**src/rtl/pm1_pkg.sv**
```systemverilog
package pm1_pkg;
  localparam int CTL_W      = 16;
  localparam int LANE_W     = 8;
  localparam int LANES      = CTL_W / LANE_W;
  localparam int SLP_EN_BIT = 13;
  localparam int GLR_BIT    = 2;
  localparam int TYP_LO     = 10;
  localparam int TYP_W      = 3;
  localparam logic [CTL_W-1:0] CTL_RST = 16'h0001;

  localparam logic [TYP_W-1:0] TYP_SUSPEND = 3'd5;
  localparam logic [TYP_W-1:0] TYP_HIBER   = 3'd6;
  localparam logic [TYP_W-1:0] TYP_OFF     = 3'd7;

  typedef enum logic [1:0] {
    ACT_NONE,
    ACT_SUSPEND,
    ACT_POWER_OFF
  } sleep_act_t;

  function automatic sleep_act_t decode_type(input logic [TYP_W-1:0] t);
    sleep_act_t a;
    unique case (t)
      TYP_SUSPEND:       a = ACT_SUSPEND;
      TYP_HIBER, TYP_OFF: a = ACT_POWER_OFF;
      default:           a = ACT_NONE;
    endcase
    return a;
  endfunction
endpackage

```
**src/rtl/pm1_store.sv**
```systemverilog
module pm1_store #(
  parameter int W       = 16,
  parameter int LANE_W  = 8,
  parameter int CLR_BIT = 13,
  parameter logic [W-1:0] RST_VAL = '0
) (
  input  logic                 clk,
  input  logic                 rst_n,
  input  logic                 we,
  input  logic [W/LANE_W-1:0]  lane_en,
  input  logic [W-1:0]         d,
  output logic [W-1:0]         q
);
  localparam int NL = W / LANE_W;
  localparam logic [W-1:0] KEEP = ~(W'(1) << CLR_BIT);

  for (genvar g = 0; g < NL; g++) begin : g_lane
    always_ff @(posedge clk or negedge rst_n) begin
      if (!rst_n)
        q[g*LANE_W +: LANE_W] <= RST_VAL[g*LANE_W +: LANE_W] & KEEP[g*LANE_W +: LANE_W];
      else if (we && lane_en[g])
        q[g*LANE_W +: LANE_W] <= d[g*LANE_W +: LANE_W] & KEEP[g*LANE_W +: LANE_W];
    end
  end

  AST_TRIGGER_NOT_HELD: assert property (@(posedge clk) disable iff (!rst_n)
    !q[CLR_BIT]) else $error("trigger bit stored");
  AST_IDLE_HOLDS: assert property (@(posedge clk) disable iff (!rst_n)
    !(we && (|lane_en)) |=> $stable(q)) else $error("word moved without write");
endmodule

```
**src/rtl/pm1_sleep_decode.sv**
```systemverilog
module pm1_sleep_decode
  import pm1_pkg::*;
(
  input  logic             clk,
  input  logic             rst_n,
  input  logic             fire,
  input  logic [TYP_W-1:0] typ,
  output logic             rst_req,
  output logic             s3_flag,
  output logic             off_req
);
  sleep_act_t act;

  always_comb act = fire ? decode_type(typ) : ACT_NONE;

  always_ff @(posedge clk or negedge rst_n) begin
    if (!rst_n) begin
      rst_req <= 1'b0;
      s3_flag <= 1'b0;
      off_req <= 1'b0;
    end else begin
      rst_req <= (act == ACT_SUSPEND);
      s3_flag <= (act == ACT_SUSPEND);
      off_req <= (act == ACT_POWER_OFF);
    end
  end

  AST_PULSE_NEEDS_FIRE: assert property (@(posedge clk) disable iff (!rst_n)
    !fire |=> !(rst_req || s3_flag || off_req)) else $error("request without trigger");
  AST_SUSPEND_TYPE: assert property (@(posedge clk) disable iff (!rst_n)
    rst_req |-> $past(typ) == TYP_SUSPEND) else $error("reset request on wrong type");
endmodule

```
**src/rtl/pm1_read_mask.sv**
```systemverilog
module pm1_read_mask #(
  parameter int W = 16,
  parameter logic [W-1:0] HIDE = '0
) (
  input  logic         sel,
  input  logic [W-1:0] word,
  output logic [W-1:0] rd
);
  always_comb rd = sel ? (word & ~HIDE) : '0;
endmodule

```
**src/rtl/pm1_ctl_reg.sv**
```systemverilog
module pm1_ctl_reg
  import pm1_pkg::*;
#(
  parameter int ADDR_W   = 4,
  parameter int BASE_OFF = 4
) (
  input  logic              clk,
  input  logic              rst_n,
  input  logic              wr_en,
  input  logic [ADDR_W-1:0] addr,
  input  logic [LANES-1:0]  wr_be,
  input  logic [CTL_W-1:0]  wr_data,
  output logic [CTL_W-1:0]  rd_data,
  output logic              sys_reset_req,
  output logic              s3_resume_flag,
  output logic              shutdown_req
);
  localparam logic [ADDR_W-2:0] HIT_TAG = (ADDR_W-1)'(BASE_OFF / 2);
  localparam logic [CTL_W-1:0]  HIDE    = (CTL_W'(1) << SLP_EN_BIT) | (CTL_W'(1) << GLR_BIT);

  logic             hit;
  logic             wr_hit;
  logic             fire;
  logic [CTL_W-1:0] ctl_q;

  assign hit    = (addr[ADDR_W-1:1] == HIT_TAG);
  assign wr_hit = wr_en && hit;
  assign fire   = wr_hit && wr_be[LANES-1] && wr_data[SLP_EN_BIT];

  pm1_store #(
    .W(CTL_W), .LANE_W(LANE_W), .CLR_BIT(SLP_EN_BIT), .RST_VAL(CTL_RST)
  ) i_store (
    .clk(clk), .rst_n(rst_n), .we(wr_hit), .lane_en(wr_be), .d(wr_data), .q(ctl_q)
  );

  pm1_sleep_decode i_decode (
    .clk(clk), .rst_n(rst_n), .fire(fire),
    .typ(wr_data[TYP_LO +: TYP_W]),
    .rst_req(sys_reset_req), .s3_flag(s3_resume_flag), .off_req(shutdown_req)
  );

  pm1_read_mask #(.W(CTL_W), .HIDE(HIDE)) i_mask (
    .sel(hit), .word(ctl_q), .rd(rd_data)
  );

  AST_WO_BITS_ZERO: assert property (@(posedge clk) disable iff (!rst_n)
    !rd_data[SLP_EN_BIT] && !rd_data[GLR_BIT]) else $error("write-only bit visible");
  AST_REQ_EXCLUSIVE: assert property (@(posedge clk) disable iff (!rst_n)
    !(sys_reset_req && shutdown_req)) else $error("both requests high");
  AST_LOW_LANE_SILENT: assert property (@(posedge clk) disable iff (!rst_n)
    (wr_en && wr_be == 2'b01) |=> !(sys_reset_req || shutdown_req)) else $error("low lane fired");
  AST_MISS_NO_CHANGE: assert property (@(posedge clk) disable iff (!rst_n)
    (wr_en && !hit) |=> ($stable(ctl_q) && !sys_reset_req && !shutdown_req)) else $error("off-window write acted");
endmodule

```
**config.mk**
```make
export PLATFORM = sky130hd
export DESIGN_NAME = pm1_ctl_reg
export DESIGN_NICKNAME = d
export VERILOG_FILES = /design/src/rtl/pm1_pkg.sv /design/src/rtl/pm1_store.sv /design/src/rtl/pm1_sleep_decode.sv /design/src/rtl/pm1_read_mask.sv /design/src/rtl/pm1_ctl_reg.sv
export SDC_FILE = /design/constraint.sdc
export NUM_CORES = 1
export LEC_CHECK = 0
export ABC_AREA = 1
export ABC_CLOCK_PERIOD_IN_PS = 1100
export BUFFER_PORTS_ARGS = -buffer_cell sky130_fd_sc_hd__buf_4
export CAP_MARGIN = 0
export CORE_AREA = 2 2 48 50
export CTS_CLUSTER_SIZE = 14
export DETAILED_ROUTE_END_ITERATION = 12
export DIE_AREA = 0 0 50 52
export GPL_TIMING_DRIVEN = 0
export PLACE_DENSITY = 0.73
export SYNTH_ARGS = -nofsm -noshare
export SYNTH_HDL_FRONTEND = slang
export SYNTH_SLANG_ARGS = --single-unit
```
**constraint.sdc**
```tcl
create_clock -name clk -period 1.1 [get_ports clk]
set_clock_uncertainty 0.15 [all_clocks]
set_input_delay 0.11 -clock clk [delete_from_list [all_inputs] [get_ports clk]]
set_output_delay 0.11 -clock clk [all_outputs]
set_load 0.05 [all_outputs]
```
# Word level (Yosys, flattened, before mapping)
# Cells that the tools add are included.
classes:
  n_shift: 0
  eq_ne: 6
  bitwise: 0
  n_addsub: 0
  reduce_logical: 5
  order_cmp: 0
  n_mul: 0
  div_mod_pow: 0
  n_mux: 3
op_table:
  columns: ["cell", "n"]
  rows:
  - ["$mux W16", 1]
  - ["$eq A3 B3 Y1 const B", 3]
  - ["$logic_and A1 B1 Y1", 4]
  - ["$pmux W2 S2", 1]
  - ["$eq A3 B2 Y1 const B", 1]
  - ["$eq A2 B1 Y1 const B", 1]
  - ["$eq A2 B2 Y1 const B", 1]
  - ["$mux W2", 1]
  - ["$reduce_or A2 Y1", 1]
word_totals:
  mem_bits_rw: 0
  latchBits: 0
  elab_cells: 18
  mem_bits_ro: 0
  reg_bits: 17
  output_inout_bits: 19
  n_memories: 0

# Longest topological paths before layout
# Gate-level depths: netlist (run 1).
logic_depth:
  word_depth: 6
  depth_mapped: 6
  depth_no_buf: 5

# By module
# Synthesis (run 1) repeated with hierarchy kept, for this count alone.
hier_totals:
  hier_cells: 116
  area_unflattened_um2: 872.1
by_module_without_submodules:
  columns: ["mod", "instances", "cells_per_inst", "area_per_inst_um2"]
  rows:
  - ["pm1_store", 1, 68, 616.8]
  - ["pm1_read_mask", 1, 32, 135.1]
  - ["pm1_sleep_decode", 1, 8, 78.8]
  - ["pm1_ctl_reg", 1, 8, 41.3]

# Worst setup path after synthesis (run 1)
# No wires, ideal clock.
synth_timing:
  kind: "input to output"
  from: "input addr[3]"
  to: "output rd_data[0]"
  slack_ps: -363
  path_stages: 6
  t_arrival_ps: 1203
  required_ps: 840
  path_cell_list: "inv_2 -> nand2_2 -> nor2_4 -> inv_2 -> buf_6 -> nor2_1"
synth_via:
  elab_chain_cells: 2
synth_lines:
  columns: ["item", "line", "rtl"]
  rows:
  - ["start: declaration", "pm1_ctl_reg.sv:10", "input logic [ADDR_W-1:0] addr,"]
  - ["$eq A3 B2 Y1", "pm1_ctl_reg.sv:26", "assign hit = (addr[ADDR_W-1:1] == HIT_TAG);"]
  - ["$mux W16", "pm1_read_mask.sv:9", "always_comb rd = sel ? (word & ~HIDE) : '0;"]
  - ["end: declaration", "pm1_ctl_reg.sv:13", "output logic [CTL_W-1:0] rd_data,"]
# Every way passes these cells.

# Worst setup path in the final report (run 1)
layout_timing:
  from: "register i_store.q[0]"
  to: "output rd_data[0]"
layout_via:
  elab_chain_cells: 1
layout_lines:
  columns: ["item", "line", "rtl"]
  rows:
  - ["start: declaration", "pm1_store.sv:12", "output logic [W-1:0] q"]
  - ["start signal: indexed assignment", "pm1_store.sv:20", "q[g*LANE_W +: LANE_W] <= RST_VAL[g*LANE_W +: LANE_W] & KEEP[g*LANE_W +: LANE_W];"]
  - ["start signal: indexed assignment", "pm1_store.sv:22", "q[g*LANE_W +: LANE_W] <= d[g*LANE_W +: LANE_W] & KEEP[g*LANE_W +: LANE_W];"]
  - ["$mux W16", "pm1_read_mask.sv:9", null]
# Every way passes these cells.

==> reports/metrics.yaml, run 1 <==
final_antenna_net_count: 0
nNetsFinal: 215
synth_edf_count: 0
wl_met1_mm: 1.13
finalWirelength_mm: 3.19
clk_latency_ns: 0.28
setup_viol: 17
grt_pass1_wl_mm: 4.80
clockBufferDepth: 2
fin_crit_sh_pct: 124
fp.coreArea_mm2: 0.00211
vias_per_cell: 4.96
synth_seq_area_share_pct: 48.2
vias: 1076
yosys.cell_types.count: 16
slowest_delay_ns: 0.55
drc: 0
dr.pass1.iters: 4
synth_ff_type: "dfrtp_1"
place_area_mm2: 0.00125
area_delta_synth_final_pct: 113
grt_pass1_vias: 1057
route.met2.wl_mm: 1.78
critical_path.max_fanout: 2
cts_root_buf: "clkbuf_4"
grt_setup_unrepaired: "true"
ys_top_cells_by_area: "dfrtp_1 45%, nand2_1 13%, nand4_1 12%"
dr_wl_met3_um: 166
synth.ff_latch_count: 16
io_buffers: 36
required_ns: 0.84
worst_slack_ns: -0.269
drive_gt1_share_pct: 54.0
multi_input_area_um2: 412
die_area_mm2: 0.00260
critPathSlowestCell: "dfstp_2"
crit_chain: "inv_2 > nor2_4 > buf_6"
synth_common_cells: "29 x nand2_1, 16 x nand4_1, 16 x nor2_1"
synth_top_cell_by_area: "dfrtp_1"
ys_warn_count: 0
path_clk_slew_ns: 0.10
worst-path-buf-inv: 2
design.portCount: 44
syn_area_um2: 833
status: "finished with violations"
hp-class: "in -> reg"
highest_layer: "met4"
irDropWorstVdd_mv: 0.972
cts_tree: "built"
violations: "setup timing"
yosysTopAreaCellShare_pct: 45.0
arrival_ns: 1.11
tns_ns: -2.02
rows: 17
maxCapViolations: 0
endpoint_kind: "output port"
cellLeakagePower_nw: 0.885
grt_max_degree: 17
htree_num_levels: 1
fill_cells: 101
drt_iter0_markers: 42
ys_async_sr_fraction_pct: 100
cts_sinks: 16
die_width_um: 50
start_util_pct: 39.6
period_minus_slack_ns: 1.37
antennaDiodeCount: 0
cts_buffers: 3
dp_cells: 173
wire_per_inst_um: 14.7
startpoint_type: "flip-flop"
ff_latch_area_um2: 403
grtUsageTotal_pct: 25.2
routabilityCongestion: 0.744
hold_violations: 0
antenna_found_initial: 0
stdcell_count: 217
fmax_mhz: 730
hpwl_mm: 1.57
path_class: "reg -> out"
synth.avg_cell_area_um2: 7.72
powerDensity_mw_per_mm2: 1100
crit_family: "flip-flops"
finalMaxSlewViolations: 0
synthCells: 108
yosysMostFrequentCell: "nand2_1"
fin_area_mm2: 0.00177
grt.overflow.total: 0
chipHeight_um: 52
## layout by cell type, fill, tap and decap left out, types with 2 or more instances in the layout
cell / instances
inv_2: 14
buf_4: 35
buf_6: 19
nor2_1: 3
nand4_1: 16
nand2_1: 28
nor2_4: 14
clkbuf_4: 3
conb_1: 2
buf_8: 2
dfrtp_1: 14
dlygate4sd3_1: 22
buf_2: 3
## worst min-delay path, stage by stage
cell and delay [ns]:
clkbuf_2 0.13, nand4_1 0.13, nor2_1 0.05
## cell type report
class                   count  area share, %
plain buffers               9           4.38
multi-input cells          67           23.2
clock buffers               4           2.05
inverters                  17           4.45
well taps                  28           1.98
flip-flops and latches     16           22.7
repair buffers             76           41.2
## power by group
group | switching [mW] | total, mW | leakage, nW | internal (mW)
Sequential | 0.0769 | 0.775 | 0.202 | 0.699
Clock | 0.198 | 0.399 | 0.0210 | 0.201
Combinational | 0.398 | 0.778 | 0.663 | 0.379
## timing repair
action	CTS	global route
gates cloned	1	0
endpoints found under the hold margin	32	4
pin swaps	12	4
hold buffers	23	2
gates resized for setup	35	7
buffers inserted	9	7
endpoints found under the setup margin	16	18
## flip-flops by register name (all words and copies together) (netlist names)
signal / cells
i_decode.off_req: 1
i_store.q: 14
i_decode.rst_req: 1
## stage by stage
stage	hold WS [ns]	total power, mW	util (%)	worst slack [ns]
finish	0.0107	1.95	84.1	-0.269
global route	0.0228	2.05	84.1	-0.312
CTS	0.00332	1.82	80.8	-0.271
detailed placement	-0.171	1.24	59.6	-0.262
global placement	-0.174	1.21	59.6	-0.250
floorplan	-0.336	1.09	-	-0.0405
## worst paths after layout
kind | slack (ns) | to | cells after the start | start
setup / recovery | -0.27 | rd_data[0] | 3 | i_store.q[0]
hold / removal | 0.01 | i_decode.off_req | 3 | wr_en
setup reg to reg | 0.02 | i_store.q[4] | 4 | i_store.q[4]
hold reg to reg | 0.34 | i_store.q[0] | 2 | i_store.q[0]
max in group asynchronous | 0.46 | i_store.q[0] | 2 | rst_n
min in group asynchronous | 0.09 | i_store.q[1] | 2 | rst_n
## layer usage
metal	vias to the layer above	GRT usage (%)
met5	-	0
met4	0	12.0
met3	10	3.16
met2	56	46.1
met1	512	28.9
li1	498	-
## kinds of logic after synthesis
| kind of cell | share of synthesized area [%] |
|---|---|
| simple gates | 35.9 |
| buf+inv | 15.5 |
| flops | 48.2 |
| other cells | 0.450 |
Power figures use the tool's default switching activity.
==> run 2, diff against run 1 <==
- MAX_ROUTING_LAYER: default -> met4
==> run 2 against run 1 <==
The run still ends with setup timing left. Sequential power is essentially flat. Largest cell class unchanged. Highest routed layer unchanged. Clock power shrank 1%. Cell area is the same. Worst setup slack gained 0.0054 ns. Combinational power is essentially flat.
==> reports/metrics.yaml, run 2 (synthesized netlist as in run 1, its figures left out) <==
violations: "setup timing"
antenna_found_initial: 0  # unchanged
fin_crit_sh_pct: 124  # -0.49 points
top_regs: "i_store.q: 14 flops, i_decode.off_req: 1 flops, i_decode.rst_req: 1 flops"
powerDensity_mw_per_mm2: 1100  # -0.12%
cts_root_buf: "clkbuf_4"
cts_sinks: 16  # unchanged
fin_area_mm2: 0.00177  # unchanged
io_buffers: 36  # unchanged
cellLeakagePower_nw: 0.885  # unchanged
path_clk_slew_ns: 0.10  # about the same
largest-register: "i_store.q"
grt_pass1_vias: 1057  # unchanged
design.portCount: 44  # unchanged
p_total_mw: 1.95  # -0.12%
drt_iter0_markers: 36  # -14%
clockBufferDepth: 2  # unchanged
stdcell_count: 217  # unchanged
arrival_ns: 1.10  # about the same
grt_setup_unrepaired: "true"
drive_gt1_share_pct: 54.0  # unchanged
htree_num_levels: 1  # unchanged
cts_tree: "built"
dp_cells: 173  # unchanged
slowest_delay_ns: 0.55  # about the same
vias_per_cell: 4.88  # -1.6%
grt.overflow.total: 0  # unchanged
place_area_mm2: 0.00125  # unchanged
vias: 1059  # -1.6%
endpoint_kind: "output port"
reg2reg_depth: 4  # unchanged
final_antenna_net_count: 0  # unchanged
period_minus_slack_ns: 1.36  # -0.00540 ns
grt_max_degree: 17  # unchanged
grtUsageTotal_pct: 25.8  # +0.68 points
cts_buffers: 3  # unchanged
fmax_mhz: 733  # +0.40%
hpwl_mm: 1.57  # unchanged
status: "finished with violations"
clk_latency_ns: 0.28  # about the same
start_util_pct: 39.6  # unchanged
finalWirelength_mm: 3.24  # +1.6%
drc: 0  # unchanged
dr.pass1.iters: 4  # unchanged
startpoint_type: "flip-flop"
hold_violations: 0  # unchanged
die_area_mm2: 0.00260  # unchanged
fp.coreArea_mm2: 0.00211  # unchanged
irDropWorstVdd_mv: 0.958  # -1.4%
routabilityCongestion: 0.753  # +1.3%
antennaDiodeCount: 0  # unchanged
critical_path.max_fanout: 2  # unchanged
required_ns: 0.84  # about the same
tns_ns: -1.96  # +0.0601 ns
finalMaxSlewViolations: 0  # unchanged
chipHeight_um: 52  # unchanged
nNetsFinal: 215  # unchanged
rows: 17  # unchanged
grt_pass1_wl_mm: 4.80  # unchanged
hold_depth: 3  # unchanged
worst_slack_ns: -0.264  # +0.00540 ns
final_cell_mix: "35 x buf_4, 28 x nand2_1, 22 x dlygate4sd3_1, 19 x buf_6, 16 x nand4_1"
crit_chain: "inv_2 > nor2_4 > buf_6"
wire_per_inst_um: 14.9  # +1.6%
fill_cells: 101  # unchanged
path_class: "reg -> out"
die_width_um: 50  # unchanged
critPathSlowestCell: "dfstp_2"
hold-worst-slack_ns: 0.0188  # +0.00810 ns
final_common_cell: "buf_4"
area_delta_synth_final_pct: 113  # unchanged
hp-class: "in -> reg"
setup_viol: 17  # unchanged
maxCapViolations: 0  # unchanged
largest_reg_flops: 14  # unchanged
-- run 2: cell counts in the layout (fill, tap and decap cells not counted) --
Identical to the previous run, type by type.
-- run 2: worst max-delay path: cells and delay by family, from the launching register on --
family,cells,cell delay [ns]
flops,1,0.55
buf+inv,2,0.20
simple gates,1,0.07
-- run 2: area by class of cell --
class / count / area, um2 / area share (%)
inverters: 17 / 78.8 / 4.45
flip-flops and latches: 16 / 403 / 22.7
repair buffers: 76 / 729 / 41.2
multi-input cells: 67 / 412 / 23.2
clock buffers: 4 / 36.3 / 2.05
well taps: 28 / 35.0 / 1.98
plain buffers: 9 / 77.6 / 4.38
-- run 2: layer usage --
layer	GRT usage [%]	wire (um)	up-vias
li1	-	-	498
met1	28.9	1260	514
met2	46.1	1800	37
met3	3.16	83	10
met4	12.0	97	0
met5	-	0	-
-- run 2: power breakdown --
part           internal [mW]  switching [mW]
clock                  0.201           0.194
sequential             0.699          0.0769
combinational          0.380           0.400
-- run 2: final timing paths --
path | end | start | slack, ns
max in group asynchronous | i_store.q[0] | rst_n | 0.45
worst max-delay path | rd_data[0] | i_store.q[0] | -0.26
worst min-delay path | i_decode.off_req | wr_en | 0.02
worst min register to register | i_store.q[0] | i_store.q[0] | 0.34
min in group asynchronous | i_store.q[1] | rst_n | 0.10
worst max register to register | i_store.q[4] | i_store.q[4] | 0.02
-- run 2: repair_timing --
item | in CTS | in global routing
pin swaps | 12 | 4
setup endpoints to repair | 16 | 18
cloned | 1 | 0
buffers inserted | 9 | 7
hold buffers | 23 | 2
resized for setup | 35 | 7
hold endpoints to repair | 32 | 4
-- run 2: through the flow --
step           util, %  worst slack [ns]
5_1_grt           84.1            -0.312
6_report          84.1            -0.264
3_5_place_dp      59.6            -0.262
3_3_place_gp      59.6            -0.250
4_1_cts           80.8            -0.271
2_1_floorplan        -           -0.0405
